`src/rtl/dbg_key_pkg.sv`:
```
package dbg_key_pkg;

  typedef enum logic {
    LK_SEALED = 1'b0,
    LK_OPEN   = 1'b1
  } lock_state_t;

  // Gate-open decision: a cleared strap opens the gate regardless of state.
  function automatic logic gate_open(input logic strap, input lock_state_t st);
    return (!strap) || (st == LK_OPEN);
  endfunction

endpackage

```
`src/rtl/dkg_key_sreg.sv`:
```
module dkg_key_sreg #(
  parameter int KEY_W = 64
) (
  input  logic             clk,
  input  logic             rst_n,
  input  logic             shift_en,
  input  logic             clear,
  input  logic             din,
  output logic [KEY_W-1:0] value,
  output logic             dout
);

  logic [KEY_W-1:0] sreg_q;

  // Clear wins over shift; new bits enter at the top so the first bit lands at 0.
  always_ff @(posedge clk or negedge rst_n) begin
    if (!rst_n) begin
      sreg_q <= '0;
    end else if (clear) begin
      sreg_q <= '0;
    end else if (shift_en) begin
      sreg_q <= {din, sreg_q[KEY_W-1:1]};
    end
  end

  assign value = sreg_q;
  assign dout  = sreg_q[0];

endmodule

```
`src/rtl/dkg_len_cnt.sv`:
```
module dkg_len_cnt #(
  parameter int KEY_W = 64,
  parameter int CNT_W = $clog2(KEY_W + 2)
) (
  input  logic             clk,
  input  logic             rst_n,
  input  logic             shift_en,
  input  logic             clear,
  output logic [CNT_W-1:0] count,
  output logic             len_exact
);

  localparam logic [CNT_W-1:0] CNT_FULL = CNT_W'(KEY_W);
  localparam logic [CNT_W-1:0] CNT_OVER = CNT_W'(KEY_W + 1);

  logic [CNT_W-1:0] cnt_q;

  function automatic logic [CNT_W-1:0] next_count(input logic [CNT_W-1:0] c);
    return (c == CNT_OVER) ? c : c + 1'b1;
  endfunction

  always_ff @(posedge clk or negedge rst_n) begin
    if (!rst_n) begin
      cnt_q <= '0;
    end else if (clear) begin
      cnt_q <= '0;
    end else if (shift_en) begin
      cnt_q <= next_count(cnt_q);
    end
  end

  assign count     = cnt_q;
  assign len_exact = (cnt_q == CNT_FULL);

endmodule

```
`src/rtl/dkg_lock_ctl.sv`:
```
module dkg_lock_ctl
  import dbg_key_pkg::*;
(
  input  logic        clk,
  input  logic        rst_n,
  input  logic        sec_en,
  input  logic        set_open,
  output lock_state_t state,
  output logic        open
);

  lock_state_t st_q;

  // Sticky: once open, only reset returns the state to sealed.
  always_ff @(posedge clk or negedge rst_n) begin
    if (!rst_n) begin
      st_q <= LK_SEALED;
    end else if (set_open) begin
      st_q <= LK_OPEN;
    end
  end

  assign state = st_q;
  assign open  = gate_open(sec_en, st_q);

endmodule

```
`src/rtl/dbg_key_gate.sv`:
```
module dbg_key_gate
  import dbg_key_pkg::*;
#(
  parameter int KEY_W = 64,
  localparam int CNT_W = $clog2(KEY_W + 2)
) (
  input  logic             clk,
  input  logic             rst_n,
  input  logic             sec_en,
  input  logic             shift_en,
  input  logic             shift_din,
  input  logic             update_en,
  input  logic [KEY_W-1:0] dev_key,
  output logic             shift_dout,
  output logic             unlocked,
  output logic             emu_allow,
  output logic             ext_boot_allow,
  output logic             boot_int_only
);

  logic [KEY_W-1:0] key_sh;
  logic [CNT_W-1:0] len_cnt;
  logic             len_ok;
  logic             key_eq;
  logic             shift_go;
  logic             set_unlock;
  lock_state_t      lk_state;

  // Update has priority over a coincident shift.
  assign shift_go   = shift_en && !update_en;
  assign key_eq     = (key_sh == dev_key);
  assign set_unlock = update_en && len_ok && key_eq;

  dkg_key_sreg #(.KEY_W(KEY_W)) u_sreg (
    .clk      (clk),
    .rst_n    (rst_n),
    .shift_en (shift_go),
    .clear    (update_en),
    .din      (shift_din),
    .value    (key_sh),
    .dout     (shift_dout)
  );

  dkg_len_cnt #(.KEY_W(KEY_W), .CNT_W(CNT_W)) u_len (
    .clk       (clk),
    .rst_n     (rst_n),
    .shift_en  (shift_go),
    .clear     (update_en),
    .count     (len_cnt),
    .len_exact (len_ok)
  );

  dkg_lock_ctl u_lock (
    .clk      (clk),
    .rst_n    (rst_n),
    .sec_en   (sec_en),
    .set_open (set_unlock),
    .state    (lk_state),
    .open     (unlocked)
  );

  assign emu_allow      = unlocked;
  assign ext_boot_allow = unlocked;
  assign boot_int_only  = !unlocked;

endmodule

```
`config.mk`:
```
export PLATFORM = sky130hd
export DESIGN_NAME = dbg_key_gate
export DESIGN_NICKNAME = d
export VERILOG_FILES = /design/src/rtl/dbg_key_pkg.sv /design/src/rtl/dkg_key_sreg.sv /design/src/rtl/dkg_len_cnt.sv /design/src/rtl/dkg_lock_ctl.sv /design/src/rtl/dbg_key_gate.sv
export SDC_FILE = /design/constraint.sdc
export NUM_CORES = 1
export LEC_CHECK = 0
export BUFFER_PORTS_ARGS = -buffer_cell sky130_fd_sc_hd__buf_2
export CORE_MARGIN = 2
export CORE_UTILIZATION = 50
export CTS_CLUSTER_DIAMETER = 150
export DETAILED_ROUTE_END_ITERATION = 10
export MAX_ROUTING_LAYER = met4
export PLACE_DENSITY_LB_ADDON = 0.2
export SYNTH_ARGS = -nofsm -noshare
export SYNTH_HDL_FRONTEND = slang
export SYNTH_SLANG_ARGS = --single-unit
```
`constraint.sdc`:
```
create_clock -name clk -period 1.95 [get_ports clk]
set_input_delay 0.0975 -clock clk [delete_from_list [all_inputs] [get_ports clk]]
set_output_delay 0.0975 -clock clk [all_outputs]
set_load 0.005 [all_outputs]
```
==> key figures <==
Critical path
  • CP arrival: ~2100 ps
  • Top Family by Delay on Critical Path: simple AND/OR/NAND/NOR gates
  • Critical setup path kind: reg2reg
  • Critical Path End Type: flop
  • Worst reg2reg path startpoint: u_len.count[0]
  • CP startpoint: u_len.count[0]
  • Buf/Inv on CP: 1
  • Setup crit start kind: flop
  • Worst Path Required: approximately 2200 ps
  • CP cell instances: inv_1 -> ha_1 -> nand3_1 -> or4_1 -> nor4_2 -> a41o_1
  • Flop-to-flop setup slack: 110 ps
  • CP max stage delay: ~540 ps
  • Instance count on the critical path: 6
  • Slowest stage cell, crit path: or4_1
  • Worst reg2reg endpoint: u_lock.state
  • Setup crit end: u_lock.state
  • Max FO, Critical Path: 5
  • Reg2reg path depth: 6

Floorplan
  • Initial core utilization: 0.519
  • DIE WIDTH: about 91 um
  • Die Y: 90.8 um
  • Die area: approximately 8200 um^2
  • Io pins: 75
  • Core area: slightly above 7000 um^2
  • Rows: 31

Placed design
  • Port buffer count: 74
  • Final HPWL DP: 6650 um
  • Placer Congestion: 0.968

CTS
  • CTS tree: yes
  • Clk pin slew, worst setup/hold paths: approximately 70 ps
  • Clock root cell: clkbuf_8
  • CTS Sinks: 72
  • Htree depth: 3
  • CTS Buf Count: 9
  • Clock buffer depth: 2
  • Clk Latency, worst-skew pair: about 340 ps
  • # Post-CTS Setup Buffers: 0

Finish
  • Final layout net count: a little over 500
  • ANT cells: 0
  • Layout area overhead: 19.8%
  • Layout cell share with drive strength beyond 1: 0.212
  • Most frequent cells in the layout: buf_2, dfrtp_1, nor2_1
  • Final core occ: 0.622
  • Most common cell after layout, fill and taps aside: buf_2

Yosys
  • Mapped Area: roughly 3800 um^2
  • Yosys reg bits: 72
  • Synth Instances: about 360
  • Post-synth EDFFs: 0
  • Synth warn: 0
  • Avg Cell Area, Syn: about 10 um^2
  • Synth Flop Type: dfrtp_1
  • Sequential area share after synthesis: 0.479
  • Async SR Flop Fraction: 1.00
  • Synth unique cells: 25
  • Post-synth net total: between 400 and 500

STA
  • Slew @ Worst Pin: 729 ps
  • Tmin final: ~1800 ps
  • Final Max Slew Viols: 0
  • Final Setup Violations: 0
  • Setup Skew: 6.83 ps
  • Slew Limit Headroom: 0.514
  • Fmax: ~540 MHz
  • Period Utilization, post-route: 0.946
  • Final TNS setup: 0 ps
  • RSZ-0062 raised after global routing: false
  • Final hold viol count: 0

Pwr
  • VDD IR max: 0.000424 V
  • Pleak: 0.00242 uW
  • Power density over cell area: roughly 750 nW/um^2

Global routing
  • Global route overflow: 0
  • Met3 Usage GRT: 0.0392
  • GR peak layer: met1
  • Met1 Use GR: 0.348
  • Largest net degree at the start of global routing: 73
  • GR Util met2: 0.343
  • Global-route wire length before repair: 14800 um
  • Vias in the first global route: about 2800
  • GRT Util Overall: 0.240
  • Initial antenna violation count: 0

Route
  • Starting DRC count in detailed routing: about 160
  • Routed WL: between 9000 and 10000 um
  • Vias/cell: between 5 and 6
  • DR WL/cell: approximately 17 um
  • Drt pass-1 iters: 4
  • ANT nets after route: 0
  • Vias: around 2800
  • # DRC: 0

Run
  • Max Cap Viol: 0

Hold path
  • Hold/Removal Path Class: in2reg

Run status
  • Status: completed
[worst min-delay path by stage]
stage,to,cells after the start,start
6_report,u_len.count[1],3,shift_en
5_1_grt,u_len.count[1],3,shift_en
4_1_cts,u_len.count[1],3,shift_en
3_5_place_dp,u_sreg.value[8],2,rst_n
3_3_place_gp,u_sreg.value[8],2,rst_n
2_1_floorplan,u_len.count[0],0,rst_n
[cells by family (layout without fill, tap and decap cells)]
kind of cell             Yosys count  count (layout)  share of synthesized area
AND/OR/NAND/NOR                  117             117                      0.143
adder cells (fa/ha/maj)            3               3                    0.00997
XOR/XNOR                          51              51                      0.119
multiplexers                      64              64                      0.170
AO/OA/AOI/OAI                     16              16                     0.0346
flip-flops                        72              72                      0.479
buffers and inverters             38             116                     0.0452
[worst register-to-register path, delay by kind of cell, from the launching register on]
family	cells	cell delay (ps)
and+or+nand+nor	3	860
adders and majority gates	1	170
buffers and inverters	1	130
DFF	1	430
AOI/OAI and AO/OA	1	200
[power breakdown]
group | total, uW | internal [uW] | switching [uW]
Clock | 1550 | 983 | 563
Sequential | 1510 | 1500 | 8.90
Combinational | 311 | 133 | 178
Total | 3360 | 2610 | 750
[timing repair]
item / 4_1_cts / 5_1_grt
endpoints found under the setup margin: 0 / 1
gates resized for setup: 0 / 2
hold buffers: 2 / 0
hold endpoints to repair: 73 / 0
[flip-flops by register name, indices dropped and copies added, names as in the netlist]
name	cells
u_lock.state	1
u_len.count	7
u_sreg.value	64
[per-stage QoR]
| step | cell area, um^2 | power [uW] | setup WS, ps | hold slack [ps] | cells |
|---|---|---|---|---|---|
| 2_1_floorplan | 3760 | 1690 | 323 | -198 | 361 |
| 3_5_place_dp | 4220 | 1840 | 172 | 158 | 520 |
| 3_3_place_gp | 4220 | 1840 | 159 | 159 | 520 |
| 6_report | 4510 | 3360 | 106 | 173 | 538 |
| 4_1_cts | 4500 | 3390 | 78.1 | 163 | 538 |
| 5_1_grt | 4510 | 3490 | 0.991 | 206 | 538 |
[synth_stat cells, types with 3 or more instances]
| cell type | n | area share |
|---|---|---|
| mux2i_1 | 64 | 0.17 |
| nor4_1 | 13 | 0.022 |
| nor2_1 | 70 | 0.070 |
| nand2_1 | 5 | 0.0050 |
| a221o_1 | 3 | 0.0080 |
| xor2_1 | 50 | 0.12 |
| buf_2 | 13 | 0.017 |
| o22ai_1 | 5 | 0.0083 |
| nor2b_1 | 13 | 0.022 |
| ha_1 | 3 | 0.010 |
| inv_1 | 20 | 0.020 |
| dfrtp_1 | 72 | 0.48 |
| buf_4 | 3 | 0.0060 |
| a2111oi_0 | 5 | 0.012 |
| nand3_1 | 5 | 0.0066 |
| nand4_1 | 5 | 0.0083 |
[final cells by class]
| cell class | instances | area, um^2 |
|---|---|---|
| clock buffers | 11 | 131 |
| clock inverters | 5 | 129 |
| fillers | 633 | 2740 |
| inverters | 20 | 75.1 |
| multi-input cells | 251 | 1800 |
| flip-flops and latches | 72 | 1800 |
| well taps | 99 | 124 |
| repair buffers | 80 | 448 |
[per-layer routing]
layer | share of wire | vias up | wire length, um
met5 | 0 | - | 0
met4 | 0.020 | 0 | 186
met3 | 0.065 | 10 | 595
met2 | 0.45 | 101 | 4160
met1 | 0.46 | 1356 | 4210
li1 | - | 1357 | -
No activity file was read; power rests on OpenSTA's default activity.
